## src/rtl/rect_blit_pkg.sv

```systemverilog
package rect_blit_pkg;
  localparam int OPER_W = 24;

  localparam logic [7:0] OP_FILL = 8'h0B;
  localparam logic [7:0] OP_DST  = 8'h0C;
  localparam logic [7:0] OP_SRC  = 8'h0D;
  localparam logic [7:0] OP_WID  = 8'h0E;
  localparam logic [7:0] OP_HGT  = 8'h0F;
  localparam logic [7:0] OP_COPY = 8'h21;

  typedef enum logic [1:0] {
    ST_IDLE  = 2'd0,
    ST_FILL  = 2'd1,
    ST_CP_RD = 2'd2,
    ST_CP_WR = 2'd3
  } blit_state_e;
endpackage

```

## src/rtl/rect_cmd_decode.sv

```systemverilog
module rect_cmd_decode
  import rect_blit_pkg::*;
(
  input  logic       cmd_valid_i,
  input  logic [7:0] op_i,
  input  logic       busy_i,
  output logic       cmd_ready_o,
  output logic       load_o,
  output logic       start_fill_o,
  output logic       start_copy_o
);
  logic is_trig, accept;

  assign is_trig      = (op_i == OP_FILL) || (op_i == OP_COPY);
  // Triggers wait for idle; loads and unknown opcodes never stall.
  assign cmd_ready_o  = !busy_i || !is_trig;
  assign accept       = cmd_valid_i && cmd_ready_o;
  assign load_o       = accept;
  assign start_fill_o = accept && (op_i == OP_FILL);
  assign start_copy_o = accept && (op_i == OP_COPY);
endmodule

```

## src/rtl/rect_param_regs.sv

```systemverilog
module rect_param_regs
  import rect_blit_pkg::*;
#(
  parameter int ADDR_W = 24,
  parameter int DIM_W  = 10
) (
  input  logic              clk_i,
  input  logic              rst_ni,
  input  logic              load_i,
  input  logic [7:0]        op_i,
  input  logic [OPER_W-1:0] operand_i,
  output logic [ADDR_W-2:0] dst_word_o,
  output logic [ADDR_W-2:0] src_word_o,
  output logic [DIM_W-1:0]  wid_o,
  output logic [DIM_W-1:0]  hgt_o
);
  logic unused_bits;
  assign unused_bits = operand_i[0];

  always_ff @(posedge clk_i or negedge rst_ni) begin
    if (!rst_ni) begin
      dst_word_o <= '0;
      src_word_o <= '0;
      wid_o      <= '0;
      hgt_o      <= '0;
    end else if (load_i) begin
      case (op_i)
        OP_DST:  dst_word_o <= operand_i[ADDR_W-1:1];
        OP_SRC:  src_word_o <= operand_i[ADDR_W-1:1];
        OP_WID:  wid_o      <= operand_i[DIM_W-1:0];
        OP_HGT:  hgt_o      <= operand_i[DIM_W-1:0];
        default: ;
      endcase
    end
  end
endmodule

```

## src/rtl/rect_walker.sv

```systemverilog
module rect_walker
  import rect_blit_pkg::*;
#(
  parameter int ADDR_W = 24,
  parameter int DIM_W  = 10,
  parameter int XRES   = 64,
  parameter int PIX_W  = 16
) (
  input  logic              clk_i,
  input  logic              rst_ni,
  input  logic              start_fill_i,
  input  logic              start_copy_i,
  input  logic [PIX_W-1:0]  colour_i,
  input  logic [ADDR_W-2:0] dst_i,
  input  logic [ADDR_W-2:0] src_i,
  input  logic [DIM_W-1:0]  wid_i,
  input  logic [DIM_W-1:0]  hgt_i,
  input  logic [PIX_W-1:0]  rdata_i,
  output logic              busy_o,
  output logic              done_o,
  output logic              mem_en_o,
  output logic              mem_we_o,
  output logic [ADDR_W-2:0] mem_addr_o,
  output logic [PIX_W-1:0]  mem_wdata_o
);
  localparam int WA_W = ADDR_W - 1;
  localparam logic [WA_W-1:0] ROW_STEP = WA_W'(XRES);

  blit_state_e state_q, state_d;
  logic [DIM_W-1:0] col_q, row_q, wlast_q, hlast_q;
  logic [WA_W-1:0]  dst_row_q, src_row_q;
  logic [PIX_W-1:0] colour_q;
  logic             done_q;
  logic             row_end, last, step;

  assign row_end = (col_q == wlast_q);
  assign last    = row_end && (row_q == hlast_q);
  assign step    = (state_q == ST_FILL) || (state_q == ST_CP_WR);

  always_comb begin
    state_d = state_q;
    case (state_q)
      ST_IDLE: begin
        if (start_fill_i)      state_d = ST_FILL;
        else if (start_copy_i) state_d = ST_CP_RD;
      end
      ST_FILL:  if (last) state_d = ST_IDLE;
      ST_CP_RD: state_d = ST_CP_WR;
      ST_CP_WR: state_d = last ? ST_IDLE : ST_CP_RD;
      default:  state_d = ST_IDLE;
    endcase
  end

  always_ff @(posedge clk_i or negedge rst_ni) begin
    if (!rst_ni) begin
      state_q   <= ST_IDLE;
      col_q     <= '0;
      row_q     <= '0;
      wlast_q   <= '0;
      hlast_q   <= '0;
      dst_row_q <= '0;
      src_row_q <= '0;
      colour_q  <= '0;
      done_q    <= 1'b0;
    end else begin
      state_q <= state_d;
      done_q  <= 1'b0;
      if ((start_fill_i || start_copy_i) && state_q == ST_IDLE) begin
        col_q     <= '0;
        row_q     <= '0;
        wlast_q   <= wid_i;
        hlast_q   <= hgt_i;
        dst_row_q <= dst_i;
        src_row_q <= src_i;
        if (start_fill_i) colour_q <= colour_i;
      end else if (step) begin
        if (last) done_q <= 1'b1;
        if (row_end) begin
          col_q     <= '0;
          row_q     <= row_q + 1'b1;
          dst_row_q <= dst_row_q + ROW_STEP;
          src_row_q <= src_row_q + ROW_STEP;
        end else begin
          col_q <= col_q + 1'b1;
        end
      end
    end
  end

  assign busy_o      = (state_q != ST_IDLE);
  assign done_o      = done_q;
  assign mem_en_o    = busy_o;
  assign mem_we_o    = step;
  assign mem_addr_o  = ((state_q == ST_CP_RD) ? src_row_q : dst_row_q) + WA_W'(col_q);
  assign mem_wdata_o = (state_q == ST_FILL) ? colour_q : rdata_i;
endmodule

```

## src/rtl/rect_blit.sv

```systemverilog
module rect_blit
  import rect_blit_pkg::*;
#(
  parameter int ADDR_W = 24,
  parameter int DIM_W  = 10,
  parameter int XRES   = 64
) (
  input  logic              clk_i,
  input  logic              rst_ni,
  input  logic              cmd_valid_i,
  output logic              cmd_ready_o,
  input  logic [31:0]       cmd_data_i,
  output logic              busy_o,
  output logic              done_o,
  output logic              mem_en_o,
  output logic              mem_we_o,
  output logic [ADDR_W-2:0] mem_addr_o,
  output logic [15:0]       mem_wdata_o,
  input  logic [15:0]       mem_rdata_i
);
  localparam int PIX_W = 16;

  logic              load, start_fill, start_copy;
  logic [ADDR_W-2:0] dst_word, src_word;
  logic [DIM_W-1:0]  wid, hgt;

  rect_cmd_decode u_dec (
    .cmd_valid_i  (cmd_valid_i),
    .op_i         (cmd_data_i[31:24]),
    .busy_i       (busy_o),
    .cmd_ready_o  (cmd_ready_o),
    .load_o       (load),
    .start_fill_o (start_fill),
    .start_copy_o (start_copy)
  );

  rect_param_regs #(.ADDR_W(ADDR_W), .DIM_W(DIM_W)) u_regs (
    .clk_i      (clk_i),
    .rst_ni     (rst_ni),
    .load_i     (load),
    .op_i       (cmd_data_i[31:24]),
    .operand_i  (cmd_data_i[OPER_W-1:0]),
    .dst_word_o (dst_word),
    .src_word_o (src_word),
    .wid_o      (wid),
    .hgt_o      (hgt)
  );

  rect_walker #(.ADDR_W(ADDR_W), .DIM_W(DIM_W), .XRES(XRES), .PIX_W(PIX_W)) u_walk (
    .clk_i        (clk_i),
    .rst_ni       (rst_ni),
    .start_fill_i (start_fill),
    .start_copy_i (start_copy),
    .colour_i     (cmd_data_i[PIX_W-1:0]),
    .dst_i        (dst_word),
    .src_i        (src_word),
    .wid_i        (wid),
    .hgt_i        (hgt),
    .rdata_i      (mem_rdata_i),
    .busy_o       (busy_o),
    .done_o       (done_o),
    .mem_en_o     (mem_en_o),
    .mem_we_o     (mem_we_o),
    .mem_addr_o   (mem_addr_o),
    .mem_wdata_o  (mem_wdata_o)
  );
endmodule

```

## config.mk

```make
export PLATFORM = sky130hd
export DESIGN_NAME = rect_blit
export DESIGN_NICKNAME = d
export VERILOG_FILES = /design/src/rtl/rect_blit_pkg.sv /design/src/rtl/rect_cmd_decode.sv /design/src/rtl/rect_param_regs.sv /design/src/rtl/rect_walker.sv /design/src/rtl/rect_blit.sv
export SDC_FILE = /design/constraint.sdc
export NUM_CORES = 1
export LEC_CHECK = 0
export CELL_PAD_IN_SITES_DETAIL_PLACEMENT = 1
export CELL_PAD_IN_SITES_GLOBAL_PLACEMENT = 1
export CORE_MARGIN = 4
export CORE_UTILIZATION = 41
export DETAILED_ROUTE_END_ITERATION = 10
export GPL_TIMING_DRIVEN = 0
export PLACE_DENSITY_LB_ADDON = 0.1
export SLEW_MARGIN = 0
export SYNTH_ARGS = -nofsm -noshare
export SYNTH_HDL_FRONTEND = slang
export SYNTH_HIERARCHICAL = 1
export SYNTH_SLANG_ARGS = --single-unit
```

## constraint.sdc

```tcl
create_clock -name clk_i -period 4.4 [get_ports clk_i]
set_input_delay 0.88 -clock clk_i [delete_from_list [all_inputs] [get_ports clk_i]]
set_output_delay 0.88 -clock clk_i [all_outputs]
set_load 0.005 [all_outputs]
```

==> results by group <==
STA
  • Fin crit share: 96.60%
  • Final Skew: 0.009529 ns
  • Final Setup Violations: 0
  • Hold WS: 0.4268 ns
  • Post-route minimum period: 4.250 ns
  • Slew @ Worst Pin: 0.8620 ns
  • RSZ-0062 raised after global routing: true
  • Fin. max-slew vios: 0
  • Final worst slack: 0.1497 ns
  • Peak Freq: 235.3 MHz
  • Max-slew headroom: 42.00%
  • Final hold vios: 0

Synthesis
  • Syn Inst Count: 872
  • Post-synth ARST share: 100.0%
  • Mux cell area share after synthesis: 14.66%
  • Synth top area share: 47.58%
  • Synth Area in Adders: 2.170%
  • Unique masters post-synth: 61
  • Primary FF master, synth: dfrtp_1
  • Flops & latches, synth: 171
  • Synthesized area per cell: 10.31 sq um
  • Synth Area in Simple Gates: 18.99%
  • Post-synth EDFFs: 0
  • Largest family of logic cells by synthesized area: simple AND/OR/NAND/NOR gates
  • Synth Area in XOR/XNOR: 7.596%
  • Synth area leaders: dfrtp_1 (48%), mux2_2 (8.8%), nand2_1 (8.2%), xnor2_1 (4.0%), xor2_1 (3.6%)
  • Post-synth design cell area: 0.008994 sq mm
  • Ys Warns: 6
  • Sequential element share of the synthesized area: 47.58%
  • Largest area contributor in the netlist: dfrtp_1
  • Synthesized net count: 938
  • Post-synthesis compound-gate area fraction: 6.121%

Clock tree
  • Total CTS buffers: 17
  • H-tree level count: 4
  • Clock buffer depth: 2
  • Clk Tree Root Cell: clkbuf_16
  • Hold buffer count at CTS: 0
  • CTS sink count: 171
  • Clk_lat worst skew: 0.43 ns
  • Clock tree from TritonCTS: yes
  • Clock transition at the registers of the reported paths: 0.07 ns

Floorplanning
  • Die Y: 156.1 microns
  • Die ar.: 0.02437 sq mm
  • Initial Utilization: 42.25%
  • Core area: 0.02129 sq mm
  • Die Width: 156.1 microns
  • IO Count: 95
  • Num rows: 53

Place
  • Gp weighted congestion: 0.8027
  • Setup Slack @ Placement: -1.254 ns
  • DP Wirelength: 19,080 microns
  • Number of I/O port buffers: 94

Cells and area
  • Antenna Cells: 0
  • Filler cells: 2,301
  • Core Util, Final: 52.82%
  • Most frequent cells in the layout: nand2_1 (190), dfrtp_1 (169), clkdlybuf4s50_1 (82)
  • Nets: 1,071
  • Layout cells sized above 1: 21.61%
  • Area Growth Syn to Fin: 25.03%
  • Commonest non-fill, non-tap cell in the layout: nand2_1

Critical path
  • Crit-path leading delay family: buffers and inverters
  • Buf+Inv Stages, Crit Path: 3
  • Worst-path cell chain: buf_4 > nand2b_4 > nand2_1 > nand2_1 > ha_4 > o211ai_1 > nor3_2 > o2111ai_2 > a211oi_4 > buf_4 > xnor2_1 > clkdlybuf4s50_1
  • Worst path max stage delay: 0.52 ns
  • Crit path launch type: register
  • Worst-path maximum fanout: 13
  • Crit path capture type: output port
  • WP data arrival: 3.37 ns
  • Slowest CP cell: clkdlybuf4s50_1
  • Required time worst endpoint: 3.52 ns
  • Crit path kind: reg -> out

Routing
  • Met3 WL: 1084 microns
  • TritonRoute pass-1 iters: 7
  • Total wire length: 25,710 microns
  • Wire per inst: 19.88 microns
  • Wire length on met2: 11,190 microns
  • Routed vias/inst: 5.408
  • Vias: 6,993
  • DRC: 0
  • DRT met1 WL: 13,130 microns
  • Initial drt markers: 336
  • DR top layer: met4
  • ANT nets after route: 0

Pwr
  • Max IR drop VDD: 0.3232 mV
  • LEAKAGE: 5.245 nW
  • Overall Power: 5.602 mW
  • P per Cell Area: 498.2 mW/mm^2

Flow run
  • Max-cap violation count: 0

Run status
  • Status: finished clean

Hold path
  • HP Class: in -> async

Global route
  • Initial antenna violation count: 0
  • Total grt overflow: 0
  • Gr usage total: 21.92%
  • Pin count of the biggest net entering global routing: 89
  • Vias in the first global route: 7,372
  • First-pass GRT wire length: 41,680 microns
## per-layer routing
metal / global-route usage, % / vias to the layer above
met2: 32.87 / 169
met4: 5.124 / 0
met1: 33.13 / 3524
met3: 3.911 / 22
li1: - / 3278
met5: 0 / -
## power breakdown
group / total (mW) / internal (mW) / switching [mW]
Sequential: 2.18 / 1.82 / 0.364
Clock: 1.46 / 0.778 / 0.685
Combinational: 1.96 / 0.890 / 1.07
## layout make-up
cell class | count | area, sq um | share of cell area [%]
plain buffers | 38 | 212.7 | 1.892
clock buffers | 19 | 452.9 | 4.028
clock inverters | 13 | 118.9 | 1.057
inverters | 11 | 41.29 | 0.3672
multi-input cells | 646 | 4654 | 41.39
flip-flops and latches | 171 | 4282 | 38.08
well taps | 275 | 344.1 | 3.060
repair buffers | 120 | 1139 | 10.13
## synth_stat cells, drive strengths merged, types with 3 or more instances
master / count
and3: 11
nand4: 19
inv: 11
clkbuf: 27
nor2b: 4
xnor2: 41
ha: 14
mux2: 98
or3: 8
buf: 17
nand3: 22
nor3b: 3
nand2: 197
a31oi: 8
a21o: 4
or4: 3
nor3: 15
o21ai: 49
a21oi: 18
xor2: 37
nor4: 13
dfrtp: 171
mux2i: 14
nor2: 38
## per-stage QoR
step                instance area, sq um  setup TNS [ns]  instances
CTS                                11190               0       1288
detailed placement                 10310          -16.52       1242
global route                       11240        -0.05428       1293
floorplan                           8994               0        872
finish                             11240               0       1293
global placement                   10280         -846.28       1241
## worst register-to-register path: stages, from the launching register on
cell	delay (ns)
dfrtp_2	0.44
buf_4	0.17
buf_4	0.16
or2_2	0.30
clkbuf_1	0.21
nor4b_2	0.30
and3_1	0.26
nor2_1	0.12
nor2_1	0.33
clkbuf_1	0.53
clkbuf_1	0.51
nand2_1	0.13
nand2_1	0.08
## path summary, 6_finish.rpt
kind | startpoint | to | slack, ns | depth (start not counted)
max | u_walk/state_q[1] | mem_addr_o[15] | 0.15 | 12
min | rst_ni | u_walk/src_row_q[0] | 0.43 | 1
max reg2reg | u_walk/state_q[1] | u_walk/wlast_q[7] | 0.80 | 12
min reg2reg | u_regs/src_word_o[2] | u_walk/src_row_q[2] | 0.47 | 2
max in group asynchronous | rst_ni | u_regs/dst_word_o[13] | 3.09 | 2
min in group clk_i | u_regs/src_word_o[2] | u_walk/src_row_q[2] | 0.47 | 2
## state kept, by name, indices dropped and copies added, names as in the netlist
register,flops
u_walk/col_q,10
u_regs/wid_o,10
u_regs/dst_word_o,23
u_regs/hgt_o,10
u_walk/dst_row_q,23
u_walk/done_o,1
u_walk/colour_q,16
u_walk/hlast_q,10
u_walk/src_row_q,23
u_walk/row_q,10
u_walk/wlast_q,10
u_walk/state_q,2
u_regs/src_word_o,23
## logic make-up (layout without fill, tap and decap cells)
family | after synthesis | count (layout)
adder cells (fa/ha/maj) | 15 | 15
XOR/XNOR | 78 | 78
AND/OR/NAND/NOR | 347 | 347
flip-flops | 171 | 171
multiplexers | 112 | 112
buffers and inverters | 55 | 201
AO/OA/AOI/OAI | 94 | 94
## repair_timing
item                       4_1_cts  5_1_grt
buffers inserted                17        6
gates cloned                     1        1
resized for setup               60       16
setup endpoints to repair       32       12
pin swaps                       17       15
Note: power is estimated with default switching activity, not from simulation.
